<file path="src/rtl/irq_reason_pkg.sv">
package irq_reason_pkg;
  localparam int WORD_W  = 48;
  localparam int NUM_RSN = 7;

  typedef enum logic [2:0] {
    RSN_CLK  = 3'd0,
    RSN_TYPW = 3'd1,
    RSN_LIV  = 3'd2,
    RSN_STK  = 3'd3,
    RSN_XFER = 3'd4,
    RSN_OUT  = 3'd5,
    RSN_DBL  = 3'd6
  } rsn_e;

  typedef logic [NUM_RSN-1:0] rsn_vec_t;

  // digit number, counted from the msb of the status word
  function automatic int rsn_digit(int idx);
    case (idx)
      0:       return 0;
      1:       return 23;
      2:       return 24;
      3:       return 25;
      4:       return 26;
      5:       return 27;
      6:       return 29;
      default: return 0;
    endcase
  endfunction

  function automatic int digit_to_bit(int d);
    return WORD_W - 1 - d;
  endfunction
endpackage

</file>
<file path="src/rtl/irq_timebase.sv">
module irq_timebase #(
  parameter int TICKS_PER_COUNT = 16,
  parameter int CNT_W           = 16
) (
  input  logic             clk_i,
  input  logic             rst_ni,
  input  logic             tick_i,
  output logic [CNT_W-2:0] cnt_hi_o,
  output logic             wrap_o
);
  logic             step;
  logic [CNT_W-1:0] cnt_q;

  generate
    if (TICKS_PER_COUNT > 1) begin : g_presc
      localparam int PRE_W = $clog2(TICKS_PER_COUNT);
      localparam logic [PRE_W-1:0] PRE_LAST = PRE_W'(TICKS_PER_COUNT - 1);
      logic [PRE_W-1:0] presc_q;

      assign step = tick_i && (presc_q == PRE_LAST);

      always_ff @(posedge clk_i or negedge rst_ni) begin
        if (!rst_ni)      presc_q <= '0;
        else if (step)    presc_q <= '0;
        else if (tick_i)  presc_q <= presc_q + 1'b1;
      end
    end else begin : g_direct
      assign step = tick_i;
    end
  endgenerate

  always_ff @(posedge clk_i or negedge rst_ni) begin
    if (!rst_ni)   cnt_q <= '0;
    else if (step) cnt_q <= cnt_q + 1'b1;
  end

  assign wrap_o   = step && (&cnt_q);
  assign cnt_hi_o = cnt_q[CNT_W-1:1];

  AST_CNT_STEP: assert property (@(posedge clk_i) disable iff (!rst_ni)
    step |=> cnt_q == $past(cnt_q) + 1'b1);
  AST_CNT_HOLD: assert property (@(posedge clk_i) disable iff (!rst_ni)
    !step |=> $stable(cnt_q));
  AST_WRAP_ZERO: assert property (@(posedge clk_i) disable iff (!rst_ni)
    wrap_o |=> cnt_q == '0);
endmodule

</file>
<file path="src/rtl/irq_reason_bank.sv">
module irq_reason_bank
  import irq_reason_pkg::*;
(
  input  logic     clk_i,
  input  logic     rst_ni,
  input  rsn_vec_t ev_i,
  input  logic     sup_i,
  input  logic     rd_i,
  output rsn_vec_t rsn_o
);
  rsn_vec_t rsn_q;
  rsn_vec_t set;

  for (genvar k = 0; k < NUM_RSN; k++) begin : g_bit
    if (k == int'(RSN_STK)) begin : g_stk
      assign set[k] = ev_i[k] && !sup_i;
    end else if (k == int'(RSN_DBL)) begin : g_dbl
      // second wrap before the first one was collected
      assign set[k] = ev_i[k] || (ev_i[RSN_CLK] && rsn_q[RSN_CLK] && !rd_i);
    end else begin : g_plain
      assign set[k] = ev_i[k];
    end

    always_ff @(posedge clk_i or negedge rst_ni) begin
      if (!rst_ni) rsn_q[k] <= 1'b0;
      else         rsn_q[k] <= set[k] || (rsn_q[k] && !rd_i);
    end

    AST_RD_CLEARS: assert property (@(posedge clk_i) disable iff (!rst_ni)
      rd_i && !ev_i[k] && !(k == int'(RSN_DBL) && ev_i[RSN_CLK]) |=> !rsn_q[k]);
    AST_NO_RD_KEEPS: assert property (@(posedge clk_i) disable iff (!rst_ni)
      rsn_q[k] && !rd_i |=> rsn_q[k]);
  end

  assign rsn_o = rsn_q;

  AST_EVT_WINS: assert property (@(posedge clk_i) disable iff (!rst_ni)
    ev_i[RSN_OUT] && rd_i |=> rsn_q[RSN_OUT]);
  AST_OVF_SET: assert property (@(posedge clk_i) disable iff (!rst_ni)
    ev_i[RSN_CLK] |=> rsn_q[RSN_CLK]);
  AST_DBL_SET: assert property (@(posedge clk_i) disable iff (!rst_ni)
    ev_i[RSN_CLK] && rsn_q[RSN_CLK] && !rd_i |=> rsn_q[RSN_DBL]);
  AST_STK_SUP: assert property (@(posedge clk_i) disable iff (!rst_ni)
    sup_i && !rsn_q[RSN_STK] |=> !rsn_q[RSN_STK]);
endmodule

</file>
<file path="src/rtl/irq_mode_ctrl.sv">
module irq_mode_ctrl (
  input  logic clk_i,
  input  logic rst_ni,
  input  logic pend_i,
  input  logic fatal_i,
  input  logic exit_i,
  output logic irq_o,
  output logic nif_o
);
  logic nif_q;

  assign irq_o = (pend_i && !nif_q) || fatal_i;

  // entry wins over a simultaneous return
  always_ff @(posedge clk_i or negedge rst_ni) begin
    if (!rst_ni)     nif_q <= 1'b1;
    else if (irq_o)  nif_q <= 1'b1;
    else if (exit_i) nif_q <= 1'b0;
  end

  assign nif_o = nif_q;

  AST_IRQ_ENTERS: assert property (@(posedge clk_i) disable iff (!rst_ni)
    irq_o |=> nif_q);
  AST_EXIT_LEAVES: assert property (@(posedge clk_i) disable iff (!rst_ni)
    exit_i && !irq_o |=> !nif_q);
  AST_NIF_HOLD: assert property (@(posedge clk_i) disable iff (!rst_ni)
    !irq_o && !exit_i |=> $stable(nif_q));
  AST_REENTER: assert property (@(posedge clk_i) disable iff (!rst_ni)
    exit_i && !irq_o && pend_i |=> irq_o);
endmodule

</file>
<file path="src/rtl/irq_reason_unit.sv">
module irq_reason_unit
  import irq_reason_pkg::*;
#(
  parameter int TICKS_PER_COUNT = 16,
  parameter int CNT_W           = 16
) (
  input  logic              clk_i,
  input  logic              rst_ni,
  input  logic              tick_i,
  input  logic              typw_req_i,
  input  logic              lockin_viol_i,
  input  logic              stack_err_i,
  input  logic              xfer_done_i,
  input  logic              out_req_i,
  input  logic              status_rd_i,
  input  logic              exit_prog_i,
  output logic [WORD_W-1:0] status_o,
  output logic              irq_o,
  output logic              sup_mode_o
);
  localparam int FLD_W   = CNT_W - 1;
  localparam int FLD_TOP = WORD_W - 2;

  logic [FLD_W-1:0] cnt_hi;
  logic             wrap;
  rsn_vec_t         ev;
  rsn_vec_t         rsn;
  logic             nif;

  irq_timebase #(
    .TICKS_PER_COUNT(TICKS_PER_COUNT),
    .CNT_W          (CNT_W)
  ) u_tb (
    .clk_i   (clk_i),
    .rst_ni  (rst_ni),
    .tick_i  (tick_i),
    .cnt_hi_o(cnt_hi),
    .wrap_o  (wrap)
  );

  always_comb begin
    ev           = '0;
    ev[RSN_CLK]  = wrap;
    ev[RSN_TYPW] = typw_req_i;
    ev[RSN_LIV]  = lockin_viol_i;
    ev[RSN_STK]  = stack_err_i;
    ev[RSN_XFER] = xfer_done_i;
    ev[RSN_OUT]  = out_req_i;
  end

  irq_reason_bank u_bank (
    .clk_i (clk_i),
    .rst_ni(rst_ni),
    .ev_i  (ev),
    .sup_i (nif),
    .rd_i  (status_rd_i),
    .rsn_o (rsn)
  );

  irq_mode_ctrl u_mode (
    .clk_i  (clk_i),
    .rst_ni (rst_ni),
    .pend_i (|rsn),
    .fatal_i(rsn[RSN_DBL]),
    .exit_i (exit_prog_i),
    .irq_o  (irq_o),
    .nif_o  (nif)
  );

  always_comb begin
    status_o = '0;
    status_o[FLD_TOP -: FLD_W] = cnt_hi;
    for (int k = 0; k < NUM_RSN; k++) begin
      status_o[digit_to_bit(rsn_digit(k))] = rsn[k];
    end
  end

  assign sup_mode_o = nif;

  AST_DBL_FORCES_IRQ: assert property (@(posedge clk_i) disable iff (!rst_ni)
    status_o[digit_to_bit(29)] |-> irq_o);
  AST_SUP_QUIET: assert property (@(posedge clk_i) disable iff (!rst_ni)
    sup_mode_o && !status_o[digit_to_bit(29)] |-> !irq_o);
  AST_RD_NO_FIELD: assert property (@(posedge clk_i) disable iff (!rst_ni)
    status_rd_i && !tick_i |=> $stable(status_o[FLD_TOP -: FLD_W]));
endmodule

</file>
<file path="config.mk">
export PLATFORM = sky130hd
export DESIGN_NAME = irq_reason_unit
export DESIGN_NICKNAME = d
export VERILOG_FILES = /design/src/rtl/irq_reason_pkg.sv /design/src/rtl/irq_timebase.sv /design/src/rtl/irq_reason_bank.sv /design/src/rtl/irq_mode_ctrl.sv /design/src/rtl/irq_reason_unit.sv
export SDC_FILE = /design/constraint.sdc
export NUM_CORES = 1
export LEC_CHECK = 0
export ABC_AREA = 1
export CAP_MARGIN = 20
export CORE_MARGIN = 5
export CORE_UTILIZATION = 45
export CTS_CLUSTER_SIZE = 30
export DETAILED_ROUTE_END_ITERATION = 10
export GPL_TIMING_DRIVEN = 0
export PLACE_DENSITY = 0.8
export SKIP_LAST_GASP = 1
export SLEW_MARGIN = 20
export SYNTH_ARGS = -nofsm -noshare
export SYNTH_HDL_FRONTEND = slang
export SYNTH_SLANG_ARGS = --single-unit
</file>
<file path="constraint.sdc">
create_clock -name clk_i -period 1.9 [get_ports clk_i]
set_clock_uncertainty 0.15 [all_clocks]
set_input_delay 0.19 -clock clk_i [delete_from_list [all_inputs] [get_ports clk_i]]
set_output_delay 0.19 -clock clk_i [all_outputs]
set_load 0.02 [all_outputs]
</file>
==> flow_metrics.env <==
export IMPL_status="finished, final reports clean"
export IMPL_portBuffers=33
export IMPL_clock_root_buffer="sky130_fd_sc_hd__clkbuf_8"
export IMPL_pwr_share_clk=0.205
export IMPL_setup_tns_ps=0
export IMPL_cts_max_level=1
export IMPL_critical_path_slowest_cell="sky130_fd_sc_hd__clkdlybuf4s50_1"
export IMPL_p_int_w=0.00106
export IMPL_critPathKind="register to primary output"
export IMPL_critical_path_startpoint_type="register"
export IMPL_timing_hold_violations_final=0
export IMPL_post_synth_instance_area_um2=1690
export IMPL_mostFrequentLayoutCell="sky130_fd_sc_hd__buf_4"
export IMPL_crit_required_ps=1560
export IMPL_drt_drc_violations_left=0
export IMPL_detail_route_first_pass_iterations=5
export IMPL_power_share_switching=0.321
export IMPL_ys_warnings_count=0
export IMPL_dp_cells=300
export IMPL_grt_pass1_wl_um=4940
export IMPL_chain_of_cells_forming_the_critical_path="buf_4, clkdlybuf4s50_1"
export IMPL_delay_heaviest_family_cp="buffers and inverters"
export IMPL_async_flop_share=1.00
export IMPL_drt_vias_per_instance=4.07
export IMPL_startpoint_of_the_worst_register_to_register_path="u_tb.cnt_q[1]"
export IMPL_antenna_cells_inserted=0
export IMPL_n_fill_cell=329
export IMPL_layout_area_overhead_vs_synth_pct=31.6
export IMPL_synth_area_per_cell_um2=8.70
export IMPL_worst_path_largest_cell_delay_ps=590
export IMPL_setup_buffers_after_cts=0
export IMPL_clkLatencyLatePin_ps=270
export IMPL_final_layout_size_suffix_gt1_frac=0.218
export IMPL_post_route_minimum_period_ps=1790
export IMPL_worst_endpoint_arrival_ps=1450
export IMPL_synth_edff_count=0
export IMPL_groute_usage_overall=0.120
export IMPL_initial_core_util=0.461
export IMPL_finalCritPeriodShare=0.940
export IMPL_power_per_cell_area_nw_per_um2=705
export IMPL_crit_fanout=5
export IMPL_routed_wl_um=2910
export IMPL_tritoncts="built"
export IMPL_critPathLaunch="u_tb.cnt_q[6]"
export IMPL_clock_path_buffers=2
export IMPL_dr_total_vias=1241
export IMPL_synthesis_instances=194
export IMPL_power_share_sequential=0.481
export IMPL_yosys_register_bits=28
export IMPL_max_slew_margin=0.589
export IMPL_clk_pin_slew_ps=90
export IMPL_instances_no_fill=305
export IMPL_endpoint_kind="primary output"
export IMPL_setup_repair_after_global_routing_missed_its_margin="false"
export IMPL_achievable_frequency_ghz=0.560
export IMPL_grt_pass1_vias=1166
export IMPL_grt_max_degree=29
export IMPL_chipHeight_um=71.2
export IMPL_tritoncts_num_buffers=3
export IMPL_timing_critical_path_buf_inv=2
export IMPL_nets=270
export IMPL_timing_final_setup_violations=0
export IMPL_core_um2=3660
export IMPL_detailedPlacementHpwl_um=2330
export IMPL_antenna_found_initial=0
export IMPL_class_of_the_tightest_hold_or_removal_check="input port to asynchronous set/reset pin"
export IMPL_finalWorstSetupSlack_ps=114
export IMPL_ioPinCount=60
export IMPL_timing_worst_slew_pin_value_ps=617
export IMPL_initialDrtViolationCount=39
export IMPL_synth_distinct_cells=28
export IMPL_cts_sink_cnt=28
export IMPL_irDropWorstVdd_mv=0.385
export IMPL_antenna_nets_post_route=0
export IMPL_chipWidth_um=71.2
export IMPL_seq_area_frac_synth=0.416
export IMPL_grt_remaining_overflow=0
export IMPL_post_drt_wl_per_cell_um=9.54
export IMPL_preCtsSetupSlack_ps=115
export IMPL_switchingPower_w=0.000504
export IMPL_cap_viol_max_count=0
export IMPL_commonest_non_fill_non_tap_cells_in_the_layout="42 x sky130_fd_sc_hd__buf_4, 39 x sky130_fd_sc_hd__nand2_1, 31 x sky130_fd_sc_hd__clkdlybuf4s50_1"
export IMPL_design_die_area_um2=5080
export IMPL_finalMaxSlewViolations=0
export IMPL_synth_flop_cell="sky130_fd_sc_hd__dfrtp_1"
export IMPL_core_rowCount=22
export IMPL_gpl_final_weighted_congestion=0.814
export IMPL_p_leak_nw=1.22
export IMPL_combinationalPowerShare=0.315
-- cells in the mapped netlist, types with 2 or more instances --
| cell type | n | share of area |
|---|---|---|
| sky130_fd_sc_hd__inv_1 | 22 | 0.049 |
| sky130_fd_sc_hd__nand2_1 | 39 | 0.087 |
| sky130_fd_sc_hd__o21bai_1 | 3 | 0.013 |
| sky130_fd_sc_hd__nor2_1 | 14 | 0.031 |
| sky130_fd_sc_hd__xor2_1 | 5 | 0.026 |
| sky130_fd_sc_hd__o21ai_0 | 6 | 0.018 |
| sky130_fd_sc_hd__buf_4 | 42 | 0.19 |
| sky130_fd_sc_hd__nand3b_1 | 6 | 0.027 |
| sky130_fd_sc_hd__dfrtp_1 | 27 | 0.40 |
| sky130_fd_sc_hd__xnor2_1 | 3 | 0.016 |
| sky130_fd_sc_hd__ha_1 | 2 | 0.015 |
| sky130_fd_sc_hd__nand3_1 | 7 | 0.021 |
| sky130_fd_sc_hd__nor2_8 | 2 | 0.024 |
| sky130_fd_sc_hd__a21oi_1 | 2 | 0.0059 |
-- power by group through the flow --
stage                     Combinational [W]  Clock (W)  Sequential [W]
after CTS                          0.000495   0.000334        0.000754
after floorplan                    0.000311          0        0.000788
after detailed placement           0.000499          0        0.000766
after global routing               0.000557   0.000347        0.000767
after global placement             0.000493          0        0.000762
final                              0.000493   0.000320        0.000753
-- state kept, by name (all words and copies together) (netlist names) --
signal                count
u_mode.nif_o              1
u_tb.cnt_q               16
u_bank.rsn_o              7
u_tb.g_presc.presc_q      4
-- layout make-up --
type | count | area (um2) | area share
Tap cell | 48 | 60.1 | 0.0270
Sequential cell | 28 | 702 | 0.316
Multi-Input combinational cell | 126 | 678 | 0.305
Buffer | 42 | 315 | 0.142
Inverter | 23 | 86.3 | 0.0389
Timing Repair Buffer | 34 | 334 | 0.150
Clock buffer | 4 | 45.0 | 0.0203
-- per-stage QoR --
step	total power [W]	hold WS (ps)	utilization	cell area [um2]
finish	0.00157	314	0.607	2220
global route	0.00167	326	0.607	2220
CTS	0.00158	312	0.607	2220
detailed placement	0.00127	90.3	0.592	2170
global placement	0.00125	336	0.593	2170
floorplan	0.00110	-256	-	1780
-- logic make-up (layout without fill, tap and decap cells) --
logic type      count (synthesis)  after routing  share of synthesized area
buf+inv                        65            103                      0.238
mux                             1              1                    0.00667
other cells                     1             26                    0.00222
xor+xnor                        9              9                     0.0512
flops                          28             28                      0.416
fa+ha+maj                       2              2                     0.0148
simple gates                   74             74                      0.222
compound gates                 14             14                     0.0489
-- path summary, 6_finish.rpt --
check | depth (start not counted) | endpoint | slack [ps]
max | 2 | status_o[37] | 110
min | 2 | u_tb.g_presc.presc_q[0] | 310
max reg2reg | 8 | u_tb.cnt_q[10] | 330
min reg2reg | 1 | u_tb.cnt_q[0] | 350
max in group asynchronous | 2 | u_bank.rsn_o[6] | 880
min in group clk_i | 2 | u_mode.nif_o | 320
-- timing repair --
action                                 4_1_cts  5_1_grt
hold buffers                                 1        0
setup endpoints to repair                    1        1
endpoints found under the hold margin       27        0
gates resized for setup                      1        1
-- layer usage --
metal,vias to the layer above,global-route usage,share of wire
met4,0,0.0501,0.012
met5,-,0,0
met3,2,0.0238,0.069
li1,658,-,-
met2,40,0.200,0.48
met1,541,0.153,0.44
Power figures use the tool's default switching activity.
